### src/rtl/bsched_pkg.sv
package bsched_pkg;

  // Kind of the most recent pipeline slot.
  typedef enum logic {
    SLOT_BUBBLE = 1'b0,
    SLOT_ISSUE  = 1'b1
  } slot_e;

  // Thread-ID width for a given thread count, at least one bit.
  function automatic int tid_width(int n);
    return (n > 1) ? $clog2(n) : 1;
  endfunction

endpackage

### src/rtl/bsched_pend.sv
module bsched_pend #(
  parameter int NTHR = 64,
  parameter int TIDW = bsched_pkg::tid_width(NTHR)
) (
  input  logic            clk,
  input  logic            rst,
  input  logic            set_valid,
  input  logic [TIDW-1:0] set_tid,
  input  logic            clr_valid,
  input  logic [TIDW-1:0] clr_tid,
  output logic [NTHR-1:0] pend
);

  logic [NTHR-1:0] pend_q;

  // One pending bit per thread. A clear only acts on a set bit, so a new set
  // for a thread that was idle always survives.
  for (genvar g = 0; g < NTHR; g++) begin : g_thr
    logic hit_set, hit_clr;
    assign hit_set = set_valid && (set_tid == TIDW'(g));
    assign hit_clr = clr_valid && (clr_tid == TIDW'(g));
    always_ff @(posedge clk) begin
      if (rst) pend_q[g] <= 1'b0;
      else     pend_q[g] <= (pend_q[g] && !hit_clr) || hit_set;
    end
  end

  assign pend = pend_q;

  // a committed memory issue leaves its thread pending
  a_r5_set_marks: assert property (@(posedge clk) disable iff (rst)
    set_valid |=> pend_q[$past(set_tid)]);

  // completion for a pending thread releases it
  a_r5_clear_releases: assert property (@(posedge clk) disable iff (rst)
    (clr_valid && pend_q[clr_tid] && !(set_valid && set_tid == clr_tid))
      |=> !pend_q[$past(clr_tid)]);

  // no pending bit appears without a committed memory issue
  a_r8_no_spurious_set: assert property (@(posedge clk) disable iff (rst)
    !set_valid |=> ((pend_q & ~$past(pend_q)) == '0));

  // reset leaves nothing pending
  a_r1_reset_clears: assert property (@(posedge clk)
    rst |=> (pend_q == '0));

endmodule

### src/rtl/bsched_rr_pick.sv
module bsched_rr_pick #(
  parameter int NTHR = 64,
  parameter int TIDW = bsched_pkg::tid_width(NTHR)
) (
  input  logic [NTHR-1:0] req,
  input  logic [TIDW-1:0] start,
  output logic [NTHR-1:0] gnt,
  output logic [TIDW-1:0] gnt_tid,
  output logic            any
);

  localparam logic [NTHR-1:0] ONE = {{(NTHR-1){1'b0}}, 1'b1};

  logic [NTHR-1:0] upper_mask;
  logic [NTHR-1:0] upper_req;
  logic [NTHR-1:0] pool;

  // Threads at or above the start index are searched first.
  for (genvar g = 0; g < NTHR; g++) begin : g_mask
    assign upper_mask[g] = (TIDW'(g) >= start);
  end

  assign upper_req = req & upper_mask;
  assign pool      = (|upper_req) ? upper_req : req;
  // Isolate the lowest set bit of the chosen pool.
  assign gnt       = pool & (~pool + ONE);
  assign any       = |req;

  always_comb begin
    gnt_tid = '0;
    for (int i = 0; i < NTHR; i++) begin
      if (gnt[i]) gnt_tid = gnt_tid | TIDW'(i);
    end
  end

endmodule

### src/rtl/barrel_sched.sv
module barrel_sched #(
  parameter int NTHR = 64,
  parameter int TIDW = bsched_pkg::tid_width(NTHR)
) (
  input  logic            clk,
  input  logic            rst,
  input  logic [NTHR-1:0] tm_go,
  output logic            iss_valid,
  input  logic            iss_ready,
  output logic [TIDW-1:0] iss_tid,
  input  logic            iss_mem,
  output logic            iss_bubble,
  input  logic            cmp_valid,
  input  logic [TIDW-1:0] cmp_tid
);
  import bsched_pkg::*;

  localparam logic [TIDW-1:0] LAST_TID = TIDW'(NTHR - 1);

  logic [TIDW-1:0] ptr_q;
  slot_e           prev_kind_q;
  logic [TIDW-1:0] prev_tid_q;

  logic [NTHR-1:0] pend;
  logic [NTHR-1:0] prev_mask;
  logic [NTHR-1:0] elig;
  logic [NTHR-1:0] gnt;
  logic [TIDW-1:0] gnt_tid;
  logic            any_elig;
  logic            iss_fire;

  // Exclude the thread that took the previous slot.
  for (genvar g = 0; g < NTHR; g++) begin : g_prev
    assign prev_mask[g] = (prev_kind_q == SLOT_ISSUE) && (prev_tid_q == TIDW'(g));
  end

  assign elig = tm_go & ~pend & ~prev_mask;

  bsched_rr_pick #(.NTHR(NTHR), .TIDW(TIDW)) u_pick (
    .req     (elig),
    .start   (ptr_q),
    .gnt     (gnt),
    .gnt_tid (gnt_tid),
    .any     (any_elig)
  );

  assign iss_valid  = any_elig;
  assign iss_bubble = !any_elig;
  assign iss_tid    = gnt_tid;
  assign iss_fire   = iss_valid && iss_ready;

  bsched_pend #(.NTHR(NTHR), .TIDW(TIDW)) u_pend (
    .clk       (clk),
    .rst       (rst),
    .set_valid (iss_fire && iss_mem),
    .set_tid   (gnt_tid),
    .clr_valid (cmp_valid),
    .clr_tid   (cmp_tid),
    .pend      (pend)
  );

  always_ff @(posedge clk) begin
    if (rst) begin
      ptr_q       <= '0;
      prev_kind_q <= SLOT_BUBBLE;
      prev_tid_q  <= '0;
    end else if (iss_fire) begin
      ptr_q       <= (gnt_tid == LAST_TID) ? '0 : gnt_tid + TIDW'(1);
      prev_kind_q <= SLOT_ISSUE;
      prev_tid_q  <= gnt_tid;
    end else begin
      prev_kind_q <= SLOT_BUBBLE;
    end
  end

  // at most one thread granted, and only an eligible one
  a_r2_single_grant: assert property (@(posedge clk) disable iff (rst)
    $onehot0(gnt) && ((gnt & ~elig) == '0));

  // no thread takes two consecutive slots
  a_r3_no_back_to_back: assert property (@(posedge clk) disable iff (rst)
    iss_fire |=> !(iss_valid && iss_tid == $past(iss_tid)));

  // an offered thread holds its timing-model grant
  a_r4_go_gates: assert property (@(posedge clk) disable iff (rst)
    iss_valid |-> tm_go[iss_tid]);

  // a pending thread is never offered
  a_r5_pending_blocks: assert property (@(posedge clk) disable iff (rst)
    iss_valid |-> !pend[iss_tid]);

  // a bubble leaves at most the previous slot's thread otherwise ready
  a_r7_bubble_only_when_idle: assert property (@(posedge clk) disable iff (rst)
    iss_bubble |-> ($countones(tm_go & ~pend) <= 1));

  // without a handshake the round-robin start holds
  a_r8_hold_on_stall: assert property (@(posedge clk) disable iff (rst)
    !iss_ready |=> $stable(ptr_q));

  // reset returns the scan start to thread 0
  a_r1_reset_ptr: assert property (@(posedge clk)
    rst |=> (ptr_q == '0));

endmodule

### config.mk
export PLATFORM = sky130hd
export DESIGN_NAME = barrel_sched
export DESIGN_NICKNAME = d
export VERILOG_FILES = /design/src/rtl/bsched_pkg.sv /design/src/rtl/bsched_pend.sv /design/src/rtl/bsched_rr_pick.sv /design/src/rtl/barrel_sched.sv
export SDC_FILE = /design/constraint.sdc
export NUM_CORES = 1
export LEC_CHECK = 0
export BUFFER_PORTS_ARGS = -buffer_cell sky130_fd_sc_hd__buf_2
export CORE_UTILIZATION = 25
export DETAILED_ROUTE_END_ITERATION = 10
export PLACE_DENSITY = 0.45
export SLEW_MARGIN = 20
export SYNTH_ARGS = -nofsm -noshare
export SYNTH_HDL_FRONTEND = slang
export SYNTH_HIERARCHICAL = 1
export SYNTH_SLANG_ARGS = --single-unit
export TNS_END_PERCENT = 5
### constraint.sdc
create_clock -name clk -period 6.4 [get_ports clk]
set_input_delay 0.96 -clock clk [delete_from_list [all_inputs] [get_ports clk]]
set_output_delay 0.96 -clock clk [all_outputs]
set_load 0.05 [all_outputs]
==> results.md, run 1 <==
- In the routed design, unresolved DRC markers number 0.
- The slew at the pin with the worst max-slew slack is 0.927 ns.
- The die outline area is between 30000 and 40000 um^2.
- The worst hold path passes through 2 cells.
- The flow ran to the end, and the final reports show no timing, DRC or antenna violations.
- The depth of the CTS H-tree is 3.
- After detailed routing, the average wire length per cell comes to 25.3 um.
- The critical path goes through buf_4 -> nand2b_1 -> nor2_2 -> a21oi_1 -> nor2_2 -> nor2_1 -> a2111oi_4 -> nand4_1 -> or4_4 -> o31ai_4 -> buf_4 -> o21ai_0 -> buf_4 -> buf_4 -> o2111ai_1 -> nor4_1 -> or4b_4 -> or4_4 -> buf_8.
- VDD sags by at most 0.000311 V.
- The average cell area after synthesis is about 6.9 um^2.
- The worst setup path is of the reg2out kind.
- The net count of the finished layout is about 1600.
- The core region is ~32000 um^2.
- The number of optimization iterations in the first detailed-route pass is 6.
- The first global-routing pass estimated between 60 and 70 mm of wire.
- The largest net degree at the start of global routing is 85.
- The number of endpoints with negative hold slack in the final report was 0.
- The clock tree from TritonCTS is done.
- The endpoint arrival time on the critical path is 5.34 ns.
- The cell seen most often among critical-path stages is sky130_fd_sc_hd__buf_4.
- The buffer depth of the longest clock path is 2.
- The relative area change from synthesis to final layout is 47.0%.
- The mapped netlist covers 8100 um^2.
- The final layout contains routed wiring with a total length of a little under 50 mm.
- The repair_antennas step left the layout with diodes totalling 0.
- The period utilization is a little over nine tenths.
- The antenna violation net count after detailed routing is 0.
- In this run the static leakage power is 4.71 nW.
- The site row count is 65.
- Clock-pin slew was measured on the worst setup and hold paths at 0.06 ns.
- The critical path endpoint category is a primary output.
- Setup repair after global routing could not meet its margin everywhere.
- The sink count of the clock tree is 77.
- Tracing the worst setup path back leads to its startpoint at prev_tid_q[2].
- The type of the most critical hold path is reg2reg.
- Along the worst path, the maximum fanout reaches 8.
- The slack of the worst reg-to-reg path is ~0.38 ns.
- Between clock sinks in the finished design, the worst skew comes to about 0.011 ns.
- Fill cells in the final layout number 3448.
- The initial antenna violation count is 0.
- The effective utilization at floorplan is 25.5%.
- The depth of the worst register-to-register path is 22.
- The cell area power density is 236 nW/um^2.
- The quantity of hold-fixing buffers added after cts is 0.
- The total setup violations reported at the end of the flow is 0.
- The via count of the first global-routing pass came to 10551.
- The die outline height is 182 um.
- The worst slew slack as a fraction of its limit is 38.2%.
- For this block, the via count after detailed routing is 11069.
- The max-slew violation count is 0.
- Global routing used 28.5% of the available tracks.
- The endpoint required time on the critical path is 5.44 ns.
- The Yosys step of the flow raised 6 warnings.
- The kind of start point of the critical path is a register.
- The reg-to-reg startpoint is prev_tid_q[2].
- The slowest stage of the critical path is the sky130_fd_sc_hd__or4_4 cell.
- Summing all flip-flop and latch instances after layout gives 1570 um^2.
- The worst hold-check slack is 0.547 ns.
- The worst flop-to-flop path endpoint is u_pend/pend[11].
- The number of buffers added by the clock tree synthesis step is 9.
- The utilization after layout is between 30 and 40%.
- The clock insertion delay at the later pin of the skew report is 0.36 ns.
- The die is 182 um wide.
- For this run, the top clock speed supported by timing is 159 MHz.
- The post-synthesis net count is 1256.
- The most critical setup path has its endpoint at iss_tid[3].
- The buffer type at the clock tree root is sky130_fd_sc_hd__clkbuf_16.
- After global routing the overflow that remains totals 0.
- The placer's final routability congestion estimate is 0.992.
- The count of buffers added on input and output ports is 82.
- The peak per-stage delay on the critical path is 0.63 ns.
- The number of standard cells after synthesis is approximately 1200.
- The tool flagged a number of max-cap violations equal to 0.
- The total half-perimeter wirelength after legalization and detailed placement is ~39 mm.
- The fraction of final layout cells sized beyond drive strength 1 is around 35%.
- For the finished layout, the period the worst path requires is around 6.3 ns.
- In the routed layout, each cell is associated on average with a via count of 5.80.
- In this run the count of I/O pins placed on the die edge is 83.
- The combined area of the multi-input logic cells is between 6000 and 7000 um^2.
- The violation count after the first detailed-routing iteration is 1240.
==> registers in the layout, indices dropped and copies added, names as in the netlist <==
signal and count:
prev_kind_q 1, prev_tid_q 6, ptr_q 6, u_pend/pend 64
==> metal layers <==
layer,part of all wire (%),track usage (%)
met1,42,36.5
met2,46,46.5
met3,6.7,3.75
met4,5.7,15.2
met5,0,0
==> worst max-delay path: cells and delay by family, from the launching register on <==
| family | cells | cell delay [ns] |
|---|---|---|
| AO/OA/AOI/OAI | 5 | 1.03 |
| buffers and inverters | 5 | 0.84 |
| flip-flops | 1 | 0.35 |
| AND/OR/NAND/NOR | 9 | 2.74 |
==> cells in the final DEF (no fill, tap or decap), types with 29 or more instances in the layout <==
master                     instances
sky130_fd_sc_hd__buf_4           294
sky130_fd_sc_hd__o21ai_0         148
sky130_fd_sc_hd__nand2_1          95
sky130_fd_sc_hd__nor2b_1          77
sky130_fd_sc_hd__buf_2            77
sky130_fd_sc_hd__a21oi_1          74
sky130_fd_sc_hd__nor2_1           73
sky130_fd_sc_hd__dfxtp_1          66
sky130_fd_sc_hd__nand2b_1         51
sky130_fd_sc_hd__o21ai_1          43
sky130_fd_sc_hd__nand3_1          29
sky130_fd_sc_hd__nor3_1           29
==> area by class of cell <==
type / instances / area share (%)
timing repair buffer: 391 / 24.0
clock buffer: 11 / 2.12
multi-input combinational: 1006 / 55.4
tap: 402 / 4.23
inverter: 18 / 0.568
clock inverter: 5 / 0.494
sequential: 77 / 13.2
==> through the flow <==
step	setup TNS (ns)	instances	cell area (um^2)	power, mW	setup WS [ns]
after floorplan	0	1180	8100	1.29	0.507
after global placement	-5.77	1869	10800	2.10	-0.201
after detailed placement	-3.32	1869	10800	2.09	-0.160
after CTS	-0.0343	1888	11200	2.67	-0.0152
after global routing	-0.383	1910	11900	2.92	-0.0892
final	0	1910	11900	2.81	0.102
==> worst min-delay path by stage <==
stage                     slack (ns)         endpoint            start
after global routing            0.56    prev_tid_q[1]    prev_tid_q[1]
after global placement          0.56  u_pend/pend[34]  u_pend/pend[34]
after floorplan                 0.44         ptr_q[1]         ptr_q[1]
after CTS                       0.54    prev_tid_q[4]    prev_tid_q[4]
final                           0.55    prev_tid_q[1]    prev_tid_q[1]
after detailed placement        0.57   u_pend/pend[0]   u_pend/pend[0]
==> what timing repair did <==
item                                    4_1_cts  5_1_grt
pin swaps                                     5       36
endpoints found under the setup margin       38       42
resized for setup                            33      111
buffers inserted                              3       23
==> power breakdown <==
group / internal, mW / switching (mW)
combinational: 0.650 / 1.05
sequential: 0.512 / 0.0576
clock: 0.323 / 0.219
(Power assumes the default switching activity.)
==> run 2: changes to the inputs <==
Settings changed: GPL_TIMING_DRIVEN set to 0.
==> run 2 against run 1 <==
The flow now finishes with violations (setup timing). Power down 5.0%. Sequential cell count unchanged. Sequential power down 4.6%. Maximum frequency down 3.0%. Register-to-register slack worse by 0.28 ns. Non-clock buffer count down 155. Via count down 1.3%. Cell area down 6.3%. Highest routed layer unchanged.
==> results.md, run 2 (synthesis results as in run 1) <==
- Run status: complete, but fails checks (was completed).
- The checks that failed: setup timing.
- The violation count after the first detailed-routing iteration was 1413 (was 1240).
- The clock tree from TritonCTS is done (unchanged).
- The cell seen most often among critical-path stages was sky130_fd_sc_hd__o21ai_0 (was sky130_fd_sc_hd__buf_4).
- The final critical path time including I/O delays and setup came to 6.49 ns (was 6.30 ns).
- The cell area power density came to 240 nW/um^2 (was 236 nW/um^2).
- The worst setup slack after layout came to -0.0943 ns (was 0.102 ns).
- The sink count of the clock tree is 77 (unchanged).
- The quantity of hold-fixing buffers added after cts is 0 (unchanged).
- The post-route setup TNS came to -0.197 ns (was 0 ns).
- The period utilization was 101% (was 98.4%).
- The effective utilization at floorplan is 25.5% (unchanged).
- The total global routing overflow is 0 (unchanged).
- The total setup violations reported at the end of the flow is 3 (was 0).
- The depth of the worst register-to-register path is 19 (was 22).
- The placer's final routability congestion estimate was 1.05 (was 0.992).
- The post-route standard cell area excluding fillers is 11200 um^2 (was 11900 um^2).
- The number of top-level design ports is 83 (unchanged).
- The global-route wire length before repair came to 71.5 mm (was 69.5 mm).
- The max-slew violation count is 0 (unchanged).
- The cell class contributing the biggest share of worst-path delay is compound AO/OA/AOI/OAI gates (was simple AND/OR/NAND/NOR gates).
- The fraction of final layout cells sized beyond drive strength 1 came to 29.9% (was 35.5%).
- The total number of vias is 10928 (was 11069).
- The maximum achievable frequency was 154 MHz (was 159 MHz).
- The standard cell core area came to 31700 um^2 (unchanged).
- The count of non-filler cells in the finished layout is 1757 (was 1910).
- The kind of start point of the critical path is a register (unchanged).
- The most common library cell in the layout ignoring fill and taps was sky130_fd_sc_hd__o21ai_0 (was sky130_fd_sc_hd__buf_4).
- The endpoint required time on the critical path is 5.44 ns (about the same).
- The total half-perimeter wirelength after legalization and detailed placement was 39.2 mm (was 39.0 mm).
- The slowest cell on the critical path is sky130_fd_sc_hd__or4_4 (unchanged).
- The CTS clock-pin slew for the worst setup and hold paths came to 0.06 ns (about the same).
- The worst hold-check slack came to 0.477 ns (was 0.547 ns).
- The relative contribution of combinational cells to total power was 59.4% (was 60.4%).
- The cell depth of the worst setup path was 15 (was 19).
- The clock network fraction of total power came to 20.3% (was 19.3%).
- The die outline height is 182 um (unchanged).
- The via count of the first global-routing pass came to 10185 (was 10551).
- The number of endpoints with negative hold slack in the final report was 0 (unchanged).
- The worst slew slack as a fraction of its limit was 25.0% (was 38.2%).
- Setup repair after global routing missed its margin: yes (unchanged).
- The total global-route track usage is 29.6% (was 28.5%).
- The type of the most critical hold path is reg2reg (unchanged).
- The reg-to-reg startpoint is ptr_q[1] (was prev_tid_q[2]).
- The leakage power total was 4.01 nW (was 4.71 nW).
- The worst flop-to-flop path endpoint is u_pend/pend[17] (was u_pend/pend[11]).
- The placement-stage worst setup slack came to -1.70 ns (was -0.160 ns).
- The worst path buffer plus inverter count is 4 (was 5).
- The via count normalized by instance count is 6.22 (was 5.80).
- The die outline area came to 33100 um^2 (unchanged).
- The buffer type at the clock tree root is sky130_fd_sc_hd__clkbuf_16 (unchanged).
- The first element of the critical path was ptr_q[1] (was prev_tid_q[2]).
- The slew at the pin with the worst max-slew slack was 1.12 ns (was 0.927 ns).
- The placed standard-cell area is 9050 um^2 (was 10800 um^2).
- The utilization after layout is 35.2% (was 37.5%).
- The number of optimization iterations in the first detailed-route pass is 7 (was 6).
- The initial antenna violation count is 1 (was 0).
- The switching share of total power is 50.2% (was 47.2%).
- The total detailed-routing wirelength is 50.6 mm (was 48.4 mm).
- The post-detailed-route DRC marker count is 0 (unchanged).
- The internal power component is 1.33 mW (was 1.48 mW).
- The peak per-stage delay on the critical path was 0.57 ns (was 0.63 ns).
- The site row count was 65 (unchanged).
- The antenna violation net count after detailed routing is 0 (unchanged).
- The total placed cells including tap cells is 1665 (was 1869).
- The largest net degree at the start of global routing is 15 (was 85).
- The endpoint arrival time on the critical path is 5.53 ns (was 5.34 ns).
- The count of max-cap constraint violations was 0 (unchanged).
- The critical path endpoint category is a primary output (unchanged).
- The endpoint of the worst setup timing path is iss_tid[3] (unchanged).
- The number of input and output port buffers inserted came to 82 (unchanged).
- Commonest non-fill, non-tap cells in the layout: sky130_fd_sc_hd__o21ai_0 (149), sky130_fd_sc_hd__nand2_1 (91), sky130_fd_sc_hd__buf_2 (90) (was sky130_fd_sc_hd__buf_4 (294), sky130_fd_sc_hd__o21ai_0 (148), sky130_fd_sc_hd__nand2_1 (95)).
- The clock insertion delay at the later pin of the skew report is 0.35 ns (was 0.36 ns).
- The relative area change from synthesis to final layout is 37.8% (was 47.0%).
- The maximum vdd ir drop is 0.000229 V (was 0.000311 V).
- The sequential power share is 20.3% (about the same).
- The maximum fanout along the worst path is 10 (was 8).
- The net switching power of the design was 1.34 mW (was 1.33 mW).
- The buffer depth of the longest clock path is 2 (unchanged).
- The depth of the CTS H-tree was 3 (unchanged).
- The worst-case clock skew came to 0.00916 ns (was 0.0107 ns).
- The average wire per cell in the routed design came to 28.8 um (was 25.3 um).
- The final layout net count is 1424 (was 1579).
- The die span in x is 182 um (unchanged).
- The slack of the worst reg-to-reg path is 0.10 ns (was 0.38 ns).
- The number of buffers added by the clock tree synthesis step is 9 (unchanged).
- Worst-path cell chain: buf_4 -> and2_1 -> o21ai_0 -> a221oi_1 -> nand4_1 -> or4_4 -> buf_12 -> o31ai_4 -> buf_6 -> o21ai_0 -> o211ai_1 -> o21ai_0 -> a2111o_1 -> or4_4 -> buf_8 (was buf_4 -> nand2b_1 -> nor2_2 -> a21oi_1 -> nor2_2 -> nor2_1 -> a2111oi_4 -> nand4_1 -> or4_4 -> o31ai_4 -> buf_4 -> o21ai_0 -> buf_4 -> buf_4 -> o2111ai_1 -> nor4_1 -> or4b_4 -> or4_4 -> buf_8).
- The total power after layout is 2.67 mW (was 2.81 mW).
- The number of flip-flops under the largest register name was 64 (unchanged).
- The critical path start-end classification is reg2out (unchanged).
- The hold-critical path depth is 2 (unchanged).
run 2: routing by layer:
layer | track usage, % | vias to the layer above | wire length (um)
met3 | 3.79 | 155 | 4300
li1 | - | 4793 | -
met4 | 14.1 | 0 | 2860
met5 | 0 | - | 0
met2 | 48.9 | 661 | 22800
met1 | 38.2 | 5319 | 20700
run 2: timing repair:
action	4_1_cts	5_1_grt
pin swaps	35	46
endpoints found under the setup margin	82	70
setup buffers	37	39
cloned	2	3
resized for setup	146	107
run 2: worst reg2reg max path: cells and delay by family, from the launching register on:
family	cells	cell delay, ns
buffers and inverters	5	1.14
AO/OA/AOI/OAI	6	1.67
AND/OR/NAND/NOR	8	3.06
flip-flops	1	0.34
run 2: power by group through the flow:
stage	registers, mW	logic, mW	clock network, mW
floorplan	0.532	0.762	0
global placement	0.545	1.26	0
detailed placement	0.545	1.24	0
CTS	0.536	1.42	0.550
global route	0.546	1.64	0.566
finish	0.543	1.59	0.543
run 2: final cells by class:
cell class                      count  area [um^2]
Fill cell                        3460        20600
Tap cell                          402          503
Inverter                           18         67.6
Sequential cell                    77         1570
Clock inverter                      6         71.3
Timing Repair Buffer              164         1160
Multi-Input combinational cell   1006         7010
Buffer                             72          531
Clock buffer                       10          239
Antenna cell                        2         5.00
run 2: worst min path at each step:
stage,startpoint,to
after global placement,ptr_q[1],ptr_q[1]
after detailed placement,ptr_q[1],ptr_q[1]
after floorplan,ptr_q[1],ptr_q[1]
final,ptr_q[1],ptr_q[1]
after global routing,ptr_q[5],ptr_q[5]
after CTS,ptr_q[1],ptr_q[1]
==> run 3: changes to the inputs <==
Settings changed: GPL_ROUTABILITY_DRIVEN set to 0, PLACE_DENSITY 0.45 to not set, PLACE_DENSITY_LB_ADDON set to 0.05.
==> run 3 against run 2 <==
The flow still finishes with violations (setup timing). Utilization is 0.70 points lower. Die area is the same. Non-clock buffer count down 12. Cell area is 2.0% lower. Highest routed layer unchanged.
==> results.md, run 3 (synthesis results as in run 1) <==
- The die outline area is 33100 um^2 (unchanged).
- The violation count after the first detailed-routing iteration is 1213 (was 1413).
- The reg-to-reg startpoint is prev_tid_q[0] (was ptr_q[1]).
- The worst path buffer plus inverter count is 4 (unchanged).
- Worst-path cell chain: buf_12 -> nand2_1 -> nor3_4 -> a21oi_4 -> nor2_4 -> nor2_1 -> a2111oi_4 -> nand4_1 -> or4_4 -> clkbuf_16 -> o41ai_4 -> buf_4 -> nor3_4 -> nand4_4 -> o211ai_1 -> a21oi_1 -> or4b_4 -> or4_4 -> buf_8 (was buf_4 -> and2_1 -> o21ai_0 -> a221oi_1 -> nand4_1 -> or4_4 -> buf_12 -> o31ai_4 -> buf_6 -> o21ai_0 -> o211ai_1 -> o21ai_0 -> a2111o_1 -> or4_4 -> buf_8).
- The critical path endpoint category is a primary output (unchanged).
- The cell area power density is 240 nW/um^2 (about the same).
- The utilization after layout came to 34.5% (was 35.2%).
- The count of non-filler cells in the finished layout is 1743 (was 1757).
- Violations in the final reports: setup timing (unchanged).
- The fraction of final layout cells sized beyond drive strength 1 came to 28.7% (was 29.9%).
- The clock insertion delay at the later pin of the skew report is 0.36 ns (was 0.35 ns).
- The total setup violations reported at the end of the flow is 1 (was 3).
- The number of flip-flops under the largest register name is 64 (unchanged).
- The period utilization is 101% (about the same).
- The clock tree from TritonCTS is done (unchanged).
- The total placed cells including tap cells is 1665 (unchanged).
- The total number of vias is 10727 (was 10928).
- The quantity of hold-fixing buffers added after cts is 0 (unchanged).
- The peak per-stage delay on the critical path is 0.64 ns (was 0.57 ns).
- The cell class contributing the biggest share of worst-path delay is simple AND/OR/NAND/NOR gates (was compound AO/OA/AOI/OAI gates).
- The maximum fanout along the worst path is 10 (unchanged).
- The site row count is 65 (unchanged).
- The depth of the CTS H-tree is 3 (unchanged).
- The post-detailed-route DRC marker count came to 0 (unchanged).
- The endpoint of the worst setup timing path was iss_tid[3] (unchanged).
- The standard cell core area is 31700 um^2 (unchanged).
- The worst flop-to-flop path endpoint is u_pend/pend[22] (was u_pend/pend[17]).
- The sink count of the clock tree is 77 (unchanged).
- The antenna violation net count after detailed routing was 0 (unchanged).
- The depth of the worst register-to-register path was 23 (was 19).
- The cell depth of the worst setup path is 19 (was 15).
- The global-route wire length before repair was 70.1 mm (was 71.5 mm).
- The buffer type at the clock tree root is sky130_fd_sc_hd__clkbuf_16 (unchanged).
- The post-route setup TNS is -0.0329 ns (was -0.197 ns).
- The final critical path time including I/O delays and setup is 6.43 ns (was 6.49 ns).
- The relative area change from synthesis to final layout is 35.0% (was 37.8%).
- The count of max-cap constraint violations was 0 (unchanged).
- The slowest cell on the critical path is sky130_fd_sc_hd__or4_4 (unchanged).
- The worst setup slack after layout is -0.0329 ns (was -0.0943 ns).
- The total power after layout is 2.62 mW (was 2.67 mW).
- The slew at the pin with the worst max-slew slack was 1.10 ns (was 1.12 ns).
- The worst slew slack as a fraction of its limit was 26.1% (was 25.0%).
- The worst-case clock skew is 0.0196 ns (was 0.00916 ns).
- The die outline height came to 182 um (unchanged).
- The initial antenna violation count is 0 (was 1).
- The number of optimization iterations in the first detailed-route pass is 7 (unchanged).
- The type of the most critical hold path was reg2reg (unchanged).
- The number of input and output port buffers inserted is 82 (unchanged).
- Commonest non-fill, non-tap cells in the layout: sky130_fd_sc_hd__o21ai_0 (148), sky130_fd_sc_hd__buf_2 (93), sky130_fd_sc_hd__nand2_1 (92) (was sky130_fd_sc_hd__o21ai_0 (149), sky130_fd_sc_hd__nand2_1 (91), sky130_fd_sc_hd__buf_2 (90)).
- The most common library cell in the layout ignoring fill and taps was sky130_fd_sc_hd__o21ai_0 (unchanged).
- The critical path start-end classification is reg2out (unchanged).
- The kind of start point of the critical path was a register (unchanged).
- The slack of the worst reg-to-reg path came to 0.12 ns (was 0.10 ns).
- The total half-perimeter wirelength after legalization and detailed placement is 38.8 mm (was 39.2 mm).
- The average wire per cell in the routed design is 28.3 um (was 28.8 um).
- The total global-route track usage is 29.2% (was 29.6%).
- The effective utilization at floorplan is 25.5% (unchanged).
- The first element of the critical path is prev_tid_q[0] (was ptr_q[1]).
- The number of buffers added by the clock tree synthesis step is 9 (unchanged).
- Setup repair after global routing missed its margin: yes (unchanged).
- The number of endpoints with negative hold slack in the final report is 0 (unchanged).
- The leakage power total was 3.96 nW (was 4.01 nW).
- The endpoint required time on the critical path is 5.44 ns (about the same).
- The final layout net count is 1412 (was 1424).
- The largest net degree at the start of global routing is 17 (was 15).
- The endpoint arrival time on the critical path is 5.47 ns (was 5.53 ns).
- The total global routing overflow is 0 (unchanged).
- The via count normalized by instance count came to 6.15 (was 6.22).
- The maximum achievable frequency is 155 MHz (was 154 MHz).
- The via count of the first global-routing pass came to 10062 (was 10185).
- The die span in x is 182 um (unchanged).
- The placement-stage worst setup slack is -1.67 ns (was -1.70 ns).
- The buffer depth of the longest clock path is 2 (unchanged).
- The number of top-level design ports is 83 (unchanged).
- The antenna diode instance count is 0 (was 2).
- The CTS clock-pin slew for the worst setup and hold paths is 0.07 ns (was 0.06 ns).
- The launch point of the worst hold path is ptr_q[1] (unchanged).
- The total detailed-routing wirelength was 49.4 mm (was 50.6 mm).
- The maximum vdd ir drop is 0.000121 V (was 0.000229 V).
- Run status: complete, but fails checks (unchanged).
- The max-slew violation count is 0 (unchanged).
- The number of fill cells is 3456 (was 3460).
-- run 3: cell count changes in the layout (fill, tap and decap cells not counted), moves of 4 or more --
| cell | delta |
|---|---|
| sky130_fd_sc_hd__a21oi_1 | +8 |
| sky130_fd_sc_hd__a21oi_2 | -4 |
| sky130_fd_sc_hd__a21oi_4 | -4 |
| sky130_fd_sc_hd__and3_1 | +4 |
| sky130_fd_sc_hd__buf_4 | -6 |
| sky130_fd_sc_hd__buf_6 | -8 |
-- run 3: power breakdown --
| part | switching [mW] | internal, mW |
|---|---|---|
| registers | 0.0376 | 0.511 |
| logic | 1.06 | 0.490 |
| clock network | 0.252 | 0.274 |
| total | 1.35 | 1.28 |
-- run 3: what timing repair did --
item	CTS	global route
setup buffers	29	35
gates cloned	1	2
endpoints found under the setup margin	82	54
pin swaps	30	47
gates resized for setup	128	111
-- run 3: per-stage QoR --
stage          instance area [um^2]  hold slack, ns
6_report                      10900           0.471
2_1_floorplan                  8100           0.437
4_1_cts                       10100           0.471
3_5_place_dp                   9030           0.460
3_3_place_gp                   9010           0.447
5_1_grt                       10900           0.498
-- run 3: worst min path at each step --
stage	endpoint	slack (ns)	cells past startpoint
floorplan	ptr_q[1]	0.44	2
global placement	ptr_q[1]	0.45	2
detailed placement	ptr_q[1]	0.46	2
CTS	ptr_q[1]	0.47	2
global route	ptr_q[1]	0.50	2
finish	ptr_q[1]	0.47	2
-- run 3: worst reg2reg max path: stages, from the launching register on --
cell and delay, ns:
sky130_fd_sc_hd__dfxtp_4 0.38, sky130_fd_sc_hd__buf_12 0.14, sky130_fd_sc_hd__nand2_1 0.09, sky130_fd_sc_hd__nor3_4 0.27, sky130_fd_sc_hd__a21oi_4 0.14, sky130_fd_sc_hd__nor2_4 0.18
sky130_fd_sc_hd__nor2_1 0.10, sky130_fd_sc_hd__a2111oi_4 0.38, sky130_fd_sc_hd__nand4_1 0.21, sky130_fd_sc_hd__or4_4 0.64, sky130_fd_sc_hd__buf_12 0.19, sky130_fd_sc_hd__buf_6 0.17
sky130_fd_sc_hd__o41ai_4 0.34, sky130_fd_sc_hd__buf_4 0.19, sky130_fd_sc_hd__a21oi_2 0.04, sky130_fd_sc_hd__nand3_2 0.14, sky130_fd_sc_hd__nor3_4 0.07, sky130_fd_sc_hd__nor4b_1 0.17
sky130_fd_sc_hd__or4_1 0.53, sky130_fd_sc_hd__or4_4 0.54, sky130_fd_sc_hd__buf_4 0.19, sky130_fd_sc_hd__nand4bb_1 0.47, sky130_fd_sc_hd__clkbuf_1 0.42, sky130_fd_sc_hd__o21ai_0 0.23
-- run 3: layout make-up --
cell class / count / area, um^2 / share of cell area, %
plain buffers: 74 / 508 / 4.65
clock buffers: 9 / 225 / 2.06
clock inverters: 7 / 62.6 / 0.572
well taps: 402 / 503 / 4.60
multi-input cells: 1006 / 6990 / 63.9
flip-flops and latches: 77 / 1570 / 14.4
repair buffers: 150 / 1010 / 9.21
inverters: 18 / 67.6 / 0.618
-- run 3: layer usage --
layer / GRT usage [%] / vias to the layer above / routed length (um)
li1: - / 4754 / -
met1: 39.2 / 5262 / 21300
met2: 45.7 / 574 / 21700
met3: 3.99 / 137 / 3690
met4: 14.3 / 0 / 2600
met5: 0 / - / 0
